===== config.mk =====
export PLATFORM = sky130hd
export DESIGN_NAME = bounce_bar_pattern
export DESIGN_NICKNAME = d
export VERILOG_FILES = /design/src/rtl/bbp_pkg.sv /design/src/rtl/bbp_step_timer.sv /design/src/rtl/bbp_bar_tracker.sv /design/src/rtl/bbp_pixel_shader.sv /design/src/rtl/bounce_bar_pattern.sv
export SDC_FILE = /design/constraint.sdc
export NUM_CORES = 1
export LEC_CHECK = 0
export ABC_CLOCK_PERIOD_IN_PS = 7600
export CAP_MARGIN = 20
export CORE_ASPECT_RATIO = 1.75
export CORE_MARGIN = 5
export CORE_UTILIZATION = 60
export CTS_BUF_LIST = sky130_fd_sc_hd__clkbuf_8
export DETAILED_ROUTE_END_ITERATION = 6
export PLACE_DENSITY_LB_ADDON = 0.12
export SETUP_SLACK_MARGIN = 0.3
export SYNTH_ARGS = -nofsm -noshare
export SYNTH_HDL_FRONTEND = slang
export SYNTH_HIERARCHICAL = 1
export SYNTH_SLANG_ARGS = --single-unit

===== constraint.sdc =====
create_clock -name clk -period 7.6 [get_ports clk]
set_clock_uncertainty 0.2 [all_clocks]
set_input_delay 2.28 -clock clk [delete_from_list [all_inputs] [get_ports clk]]
set_output_delay 2.28 -clock clk [all_outputs]
set_load 0.005 [all_outputs]

===== src/rtl/bbp_pkg.sv =====
package bbp_pkg;

  typedef struct packed {
    logic [3:0] r;
    logic [3:0] g;
    logic [3:0] b;
  } rgb12_t;

  localparam rgb12_t COLOR_BLACK = '{r: 4'h0, g: 4'h0, b: 4'h0};
  localparam rgb12_t COLOR_RED   = '{r: 4'hF, g: 4'h0, b: 4'h0};
  localparam rgb12_t COLOR_GREEN = '{r: 4'h0, g: 4'hF, b: 4'h0};

  // Inclusive range test shared by all coordinate decoders.
  function automatic logic in_span(input int unsigned v,
                                   input int unsigned lo,
                                   input int unsigned hi);
    return (v >= lo) && (v <= hi);
  endfunction

  // Next left column and direction for one step of the bar.
  function automatic int unsigned next_left(input int unsigned left,
                                            input logic going_right,
                                            input int unsigned left_max);
    if (going_right) return (left == left_max) ? left - 1 : left + 1;
    else             return (left == 0)        ? 1        : left - 1;
  endfunction

endpackage


===== src/rtl/bbp_step_timer.sv =====
module bbp_step_timer #(
  parameter int unsigned TICK_CYCLES = 50_000_000
) (
  input  logic clk,
  input  logic rst,
  output logic step_tick
);
  localparam int unsigned CNT_W = (TICK_CYCLES < 2) ? 1 : $clog2(TICK_CYCLES);
  localparam logic [CNT_W-1:0] LAST = CNT_W'(TICK_CYCLES - 1);

  logic [CNT_W-1:0] cnt_q;

  assign step_tick = (cnt_q == LAST);

  always_ff @(posedge clk) begin
    if (rst)            cnt_q <= '0;
    else if (step_tick) cnt_q <= '0;
    else                cnt_q <= cnt_q + CNT_W'(1);
  end

  // the counter stays within one step period
  a_r7_count_bound: assert property (@(posedge clk) disable iff (rst)
    cnt_q <= LAST);
  // after a step the period restarts from zero
  a_r7_restart: assert property (@(posedge clk) disable iff (rst)
    (step_tick && TICK_CYCLES > 1) |=> (cnt_q == '0));

endmodule


===== src/rtl/bbp_bar_tracker.sv =====
module bbp_bar_tracker
  import bbp_pkg::*;
#(
  parameter int unsigned H_ACTIVE = 640,
  parameter int unsigned BAR_W    = 6,
  parameter int unsigned X_W      = 10
) (
  input  logic           clk,
  input  logic           rst,
  input  logic           step_tick,
  output logic [X_W-1:0] bar_left,
  output logic           bounce_right,
  output logic           bounce_left
);
  localparam int unsigned LEFT_MAX = H_ACTIVE - BAR_W;

  logic [X_W-1:0] left_q;
  logic           dir_right_q;

  assign bounce_right = step_tick &&  dir_right_q && (32'(left_q) == LEFT_MAX);
  assign bounce_left  = step_tick && !dir_right_q && (left_q == '0);
  assign bar_left     = left_q;

  always_ff @(posedge clk) begin
    if (rst) begin
      left_q      <= '0;
      dir_right_q <= 1'b1;
    end else if (step_tick) begin
      left_q <= X_W'(next_left(32'(left_q), dir_right_q, LEFT_MAX));
      if (bounce_right)     dir_right_q <= 1'b0;
      else if (bounce_left) dir_right_q <= 1'b1;
    end
  end

  // the bar holds still between steps
  a_r7_hold: assert property (@(posedge clk) disable iff (rst)
    !step_tick |=> $stable(left_q));
  // every step changes the position by one
  a_r7_moves: assert property (@(posedge clk) disable iff (rst)
    step_tick |=> (left_q != $past(left_q)));
  // right turnaround
  a_r8_turn_right: assert property (@(posedge clk) disable iff (rst)
    bounce_right |=> (!dir_right_q && 32'(left_q) == LEFT_MAX - 1));
  // left turnaround
  a_r9_turn_left: assert property (@(posedge clk) disable iff (rst)
    bounce_left |=> (dir_right_q && left_q == X_W'(1)));
  // bar stays inside the visible area
  a_r10_in_area: assert property (@(posedge clk) disable iff (rst)
    32'(left_q) <= LEFT_MAX);

endmodule


===== src/rtl/bbp_pixel_shader.sv =====
module bbp_pixel_shader
  import bbp_pkg::*;
#(
  parameter int unsigned BAR_W     = 6,
  parameter int unsigned BAR_TOP   = 200,
  parameter int unsigned BAR_BOT   = 250,
  parameter int unsigned STRIPE_LO = 32,
  parameter int unsigned STRIPE_HI = 35,
  parameter int unsigned X_W       = 10,
  parameter int unsigned Y_W       = 9
) (
  input  logic           clk,
  input  logic           rst,
  input  logic [X_W-1:0] px_x,
  input  logic [Y_W-1:0] px_y,
  input  logic           vid_on,
  input  logic [X_W-1:0] bar_left,
  output rgb12_t         pix
);
  logic bar_hit;
  logic stripe_hit;

  assign bar_hit = in_span(32'(px_x), 32'(bar_left), 32'(bar_left) + BAR_W - 1)
                && in_span(32'(px_y), BAR_TOP, BAR_BOT);
  assign stripe_hit = in_span(32'(px_x), STRIPE_LO, STRIPE_HI);

  always_comb begin
    if (!vid_on)         pix = COLOR_BLACK;
    else if (bar_hit)    pix = COLOR_RED;
    else if (stripe_hit) pix = COLOR_GREEN;
    else                 pix = COLOR_BLACK;
  end

  // nothing is lit outside active video
  a_r2_blank: assert property (@(posedge clk) disable iff (rst)
    !vid_on |-> (pix == COLOR_BLACK));
  // the bar covers the stripe where both apply
  a_r5_bar_wins: assert property (@(posedge clk) disable iff (rst)
    (vid_on && bar_hit && stripe_hit) |-> (pix == COLOR_RED));
  // at most one primary colour is ever lit
  a_r6_single_hue: assert property (@(posedge clk) disable iff (rst)
    $countones({pix.r != 0, pix.g != 0, pix.b != 0}) <= 1);

endmodule


===== src/rtl/bounce_bar_pattern.sv =====
module bounce_bar_pattern
  import bbp_pkg::*;
#(
  parameter int unsigned H_ACTIVE    = 640,
  parameter int unsigned V_ACTIVE    = 480,
  parameter int unsigned BAR_W       = 6,
  parameter int unsigned BAR_TOP     = 200,
  parameter int unsigned BAR_BOT     = 250,
  parameter int unsigned STRIPE_LO   = 32,
  parameter int unsigned STRIPE_HI   = 35,
  parameter int unsigned TICK_CYCLES = 50_000_000,
  localparam int unsigned X_W        = $clog2(H_ACTIVE),
  localparam int unsigned Y_W        = $clog2(V_ACTIVE)
) (
  input  logic           clk,
  input  logic           rst,
  input  logic [X_W-1:0] px_x,
  input  logic [Y_W-1:0] px_y,
  input  logic           vid_on,
  output logic [3:0]     red,
  output logic [3:0]     grn,
  output logic [3:0]     blu
);
  logic           step_tick;
  logic [X_W-1:0] bar_left;
  logic           bounce_right;
  logic           bounce_left;
  rgb12_t         pix;

  bbp_step_timer #(.TICK_CYCLES(TICK_CYCLES)) u_timer (
    .clk(clk), .rst(rst), .step_tick(step_tick)
  );

  bbp_bar_tracker #(.H_ACTIVE(H_ACTIVE), .BAR_W(BAR_W), .X_W(X_W)) u_bar (
    .clk(clk), .rst(rst), .step_tick(step_tick), .bar_left(bar_left),
    .bounce_right(bounce_right), .bounce_left(bounce_left)
  );

  bbp_pixel_shader #(
    .BAR_W(BAR_W), .BAR_TOP(BAR_TOP), .BAR_BOT(BAR_BOT),
    .STRIPE_LO(STRIPE_LO), .STRIPE_HI(STRIPE_HI), .X_W(X_W), .Y_W(Y_W)
  ) u_shade (
    .clk(clk), .rst(rst), .px_x(px_x), .px_y(px_y), .vid_on(vid_on),
    .bar_left(bar_left), .pix(pix)
  );

  assign red = pix.r;
  assign grn = pix.g;
  assign blu = pix.b;

  // the bar starts at the left side, heading right
  a_r1_reset_home: assert property (@(posedge clk)
    $fell(rst) |-> (bar_left == '0 && !bounce_left));
  // the two turnarounds never coincide
  a_r8_r9_exclusive: assert property (@(posedge clk) disable iff (rst)
    !(bounce_right && bounce_left));

endmodule


# Word level (Yosys, flattened, before mapping)
# Cells that the tools add are included.
[classes] n_lt_le_gt_ge=6 mux=8 shift=0 n_bitwise=0 n_reduce_logical=13 eq_ne=2 n_div=0 multipliers=0 add_sub_neg=5
[op_table] operator="less-or-equal comparator 10 x 32 -> 1 bit" n=1
[op_table] operator="subtractor 32 x 1 -> 32 bit (second input constant)" n=1
[op_table] operator="two-way mux 10 bit" n=3
[op_table] operator="adder 26 x 1 -> 26 bit (second input constant)" n=1
[op_table] operator="== test 26 bit (second input constant)" n=1
[op_table] operator="two-way mux 12 bit" n=2
[op_table] operator="adder 10 x 3 -> 11 bit (second input constant)" n=1
[op_table] operator="adder 10 x 1 -> 10 bit (second input constant)" n=1
[op_table] operator="== test 10 bit (second input constant)" n=1
[op_table] operator="greater-or-equal comparator 10 bit" n=1
[op_table] operator="greater-or-equal comparator 10 x 6 -> 1 bit (second input constant)" n=1
[op_table] operator="less-or-equal comparator 10 x 6 -> 1 bit (second input constant)" n=1
[op_table] operator="zero test 10 bit" n=1
[op_table] operator="subtractor 10 x 1 -> 10 bit (second input constant)" n=1
[op_table] operator="greater-or-equal comparator 9 x 8 -> 1 bit (second input constant)" n=1
[op_table] operator="less-or-equal comparator 9 x 8 -> 1 bit (second input constant)" n=1
[op_table] operator="logical AND 1 bit" n=8
[op_table] operator="two-way mux 8 bit" n=1
[op_table] operator="two-way mux 1 bit" n=2
[op_table] operator="AND reduction 2 bit" n=1
[op_table] operator="nonzero test 2 bit" n=1
[op_table] operator="OR reduction 2 bit" n=1
[op_table] operator="zero test 1 bit" n=1
[totals] n_memories=0 input_bits=22 rom_bits=0 ram_bits=0 register_bits=37 out_inout_bits=12 word_cells=37 latchBits=0

# Logic depth before layout (Yosys ltp)
[logic_depth] ltp_word=7 ltp_mapped=11 depth_no_buf=10

# By module
# The synthesis kept the hierarchy.
[by_module_without_submodules] mod="bbp_step_timer" area_per_inst_um2=1257.5 seq_area_each_um2=520.5 instances=1 cells_each=147
[by_module_without_submodules] mod="bbp_bar_tracker" area_per_inst_um2=917.1 seq_area_each_um2=220.2 instances=1 cells_each=120
[by_module_without_submodules] mod="bbp_pixel_shader" area_per_inst_um2=773.2 seq_area_each_um2=0.0 instances=1 cells_each=107

# Least setup slack after synthesis
# OpenSTA, ideal clock, no wires.
[synth_timing] kind="input -> output" from="input px_x[0]" to="output red[1]" path_slack_ps=1552 cell_stages=8 arrival_time_ps=3568 t_required_ps=5120 path_buffers=1 path_cell_list="inv_1 > ha_1 > nand2_1 > a21oi_1 > or3_1 > a21oi_1 > and3_1 > buf_4"
[synth_between] elab_chain_len=5 elab_cells_between_ends=6 classes_between="order compare (2); mux (2); reduce/logical (2)"
[synth_lines] element="start: declaration" line_no="bounce_bar_pattern.sv:17" source="input logic [X_W-1:0] px_x,"
[synth_lines] element="less-or-equal comparator 10 x 32 -> 1 bit / greater-or-equal comparator 10 bit (equally long branches)" line_no="bbp_pkg.sv:17" source="return (v >= lo) && (v <= hi);"
[synth_lines] element="logical AND 1 bit (*)" line_no="bbp_pkg.sv:17"
[synth_lines] element="logical AND 1 bit (*)" line_no="bbp_pixel_shader.sv:24" source="&& in_span(32'(px_y), BAR_TOP, BAR_BOT);"
[synth_lines] element="two-way mux 12 bit (*)" line_no="bbp_pixel_shader.sv:29" source="else if (bar_hit) pix = COLOR_RED;"
[synth_lines] element="two-way mux 12 bit (*)" line_no="bbp_pixel_shader.sv:28" source="if (!vid_on) pix = COLOR_BLACK;"
[synth_lines] element="end: declaration" line_no="bounce_bar_pattern.sv:20" source="output logic [3:0] red,"
# Every way passes the cells marked *; elsewhere a longest branch is shown, timed or not.

# Final worst setup path
[layout_timing] from="input px_x[3]" to="output grn[1]"
[layout_between] elab_chain_len=5 elab_cells_between_ends=10 classes_between="order compare (4); mux (3); reduce/logical (3)"
[layout_lines] element="less-or-equal comparator 10 x 32 -> 1 bit, or another cell as far along" line_no="bbp_pkg.sv:17"
[layout_lines] element="logical AND 1 bit" line_no="bbp_pkg.sv:17"
[layout_lines] element="logical AND 1 bit / two-way mux 8 bit (equally long branches)" line_no="bbp_pixel_shader.sv:24, bbp_pixel_shader.sv:30"
[layout_lines] element="two-way mux 12 bit (*)" line_no="bbp_pixel_shader.sv:29"
[layout_lines] element="two-way mux 12 bit (*)" line_no="bbp_pixel_shader.sv:28"
[layout_lines] element="end: declaration" line_no="bounce_bar_pattern.sv:21" source="output logic [3:0] grn,"
# Marked as above.

==> qor_table.md <==
| Item | Reported | Unit |
|:---|:---|:---|
| Status | finished, final reports clean | - |
| Worst hold-check slack | 277.4 | ps |
| Antenna fix cells | 0 | - |
| Total negative setup slack | 0 | ps |
| Launch point of the worst reg-to-reg path | u_timer/cnt_q[0]$_SDFF_PP0_ | - |
| Beginning of the worst hold path | u_timer/cnt_q[0]$_SDFF_PP0_ | - |
| Type of the worst min-delay path | flip-flop to flip-flop | - |
| Count of clock tree sinks | 37 | - |
| Pin count of the biggest net entering global routing | 26 | - |
| Ratio of cells with drive above 1 in the final layout | 6.477 | % |
| Delay of the slowest cell on the worst path | 560 | ps |
| Area of the die | 0.006453 | sq mm |
| Synthesized instance count | 372 | - |
| Number of maximum-capacitance constraint violations | 0 | - |
| Detailed-route wire length | 6948 | microns |
| Minimum clock period | 7064 | ps |
| Post-synthesis area per instance | 7.901 | sq um |
| CTS tree | done | - |
| Post-cts resize count | 0 | - |
| Via count of the first global-routing pass | 2,655 | - |
| Launch point of the critical path | px_x[3] | - |
| Worst max-slew margin expressed relative to the limit | 31.46 | % |
| Final hold violation count | 0 | - |
| Die Span X | 62.91 | microns |
| Number of cell rows | 33 | - |
| Drt wl/cell | 15.86 | microns |
| Register-to-register path setup slack | 4170 | ps |
| Type of element launching the critical path | input port | - |
| Number of top-level pins | 34 | - |
| Post-CTS setup buffer count | 0 | - |
| Clock-pin slew on the worst setup and hold paths | 70 | ps |
| Leakage dissipation | 0.001103 | uW |
| Total core area | 0.004707 | sq mm |
| Number of input and output port buffers inserted | 29 | - |
| Critical-path maximum fanout | 4 | - |
| End of the worst register-to-register path | u_bar/bar_left[5]$_SDFFE_PP0P_ | - |
| Arrival time of data at the critical path endpoint | 4580 | ps |
| Number of H-tree branching levels | 2 | - |
| Final HPWL from detailed placement | 5258 | microns |
| Kind of end point of the critical path | output port | - |
| Actual slew at the worst max-slew pin | 1028 | ps |
| Number of stages on the worst hold path | 1 | - |
| Remaining Overflow, GRT | 0 | - |
| Global-route total usage across every layer | 21.94 | % |
| Router iterations before antenna repair | 7 | - |
| Area growth from synthesis to layout | 10.13 | % |
| Endpoint of the worst hold path | u_timer/cnt_q[0]$_SDFF_PP0_ | - |
| First-pass GRT wire length | 11,710 | microns |
| Final period util | 92.95 | % |
| Final setup fails | 0 | - |
| Master of the slowest instance on the critical path | sky130_fd_sc_hd__clkdlybuf4s50_1 | - |
| Hold-fix buffers, CTS | 0 | - |
| Largest buffer count on any clock path | 2 | - |
| Power per Cell Area | 116.6 | mW/mm^2 |
| Cell repeated most along the worst path | sky130_fd_sc_hd__a21oi_1 | - |
| Die extent in y | 102.6 | microns |
| Yosys synthesis warning count | 6 | - |
| Effective utilization at floorplan | 62.44 | % |
| Max Transition Viols Final | 0 | - |
| CP cell instances | clkdlybuf4s50_1, ha_1, a21oi_1, nor2_1, a2111oi_2, a21oi_1, a21oi_1, clkdlybuf4s50_1 | - |
| Length in cells of the worst reg-to-reg path | 9 | - |
| Starting DRT DRC Count | 135 | - |
| CP Class | input port to output port | - |
| Root Driver | sky130_fd_sc_hd__clkbuf_8 | - |
| Number of vias after detailed routing | 2,760 | - |
| RSZ-0062 raised after global routing | false | - |
| RePlAce Congestion | 0.9227 | - |
| Clock latency of the later-clocked register in the worst-skew pair | 280 | ps |
| Nets | 432 | - |
| Via density per instance | 6.301 | - |
| Final ANT Viol Nets | 0 | - |
| Antenna violations before repair | 0 | - |
| Achievable Freq | 141.6 | MHz |
| Required time of the critical path | 5120 | ps |
| Remaining routing DRC violations | 0 | - |
| Clock buffer count from CTS | 5 | - |
| VDD IR-drop max | 203.1 | uV |
| Post-synthesis instance area | 0.002939 | sq mm |
## stage by stage
stage	util [%]	cell area, sq um	power (uW)	setup slack (ps)	std cells
2_1_floorplan	-	2950	231.1	1552	375
3_3_place_gp	66.91	3149	247.3	599.6	429
3_5_place_dp	66.91	3149	248.3	579.0	429
4_1_cts	68.66	3232	381.6	559.0	437
5_1_grt	68.77	3237	397.6	358.3	438
6_report	68.77	3237	377.4	535.7	438
## report_power, final
group / switching (uW) / total [uW] / internal [uW]
Combinational: 21.0 / 44.7 / 23.7
Sequential: 3.70 / 199 / 196
Clock: 71.1 / 133 / 62.3
## how the worst max path moves through the flow
| stage | cells after the start | slack (ps) | to |
|---|---|---|---|
| floorplan | 8 | 1550 | red[1] |
| global placement | 9 | 600 | red[1] |
| detailed placement | 8 | 580 | grn[1] |
| CTS | 8 | 560 | grn[1] |
| global route | 8 | 360 | grn[3] |
| finish | 8 | 540 | grn[1] |
## routing by layer
layer | vias to the layer above | global-route usage (%) | routed length [microns]
met4 | 0 | 11.11 | 171
met2 | 66 | 42.85 | 3906
met5 | - | 0 | 0
met1 | 1279 | 22.01 | 2655
met3 | 16 | 3.272 | 214
li1 | 1399 | - | -
## critical path: cells and delay by family
| family | cells | cell delay (ps) |
|---|---|---|
| buffers and inverters | 2 | 1040 |
| and+or+nand+nor | 1 | 70 |
| AOI/OAI and AO/OA | 4 | 850 |
| adders and majority gates | 1 | 340 |
## cell type report
type | count | area [sq um]
clock buffer | 5 | 68.82
clock inverter | 3 | 13.76
fill | 423 | 1470
inverter | 21 | 78.83
multi-input combinational | 289 | 1967
sequential | 37 | 740.7
tap | 52 | 65.06
timing repair buffer | 31 | 302.8
## layout by cell type, fill, tap and decap left out, drive strengths merged, types with 7 or more instances in the layout
cell type	count
dfxtp	37
clkdlybuf4s50	29
nor2	29
nand2	26
ha	25
a21oi	25
inv	22
o21ai	19
nand3	16
xnor2	14
nand4	14
nor3	12
or4	11
xor2	9
or3	8
nor4	7
## state kept, by name, indices dropped and copies added, names as in the netlist
signal / flops
u_bar/bar_left: 10
u_bar/dir_right_q: 1
u_timer/cnt_q: 26
(Power assumes the default switching activity.)
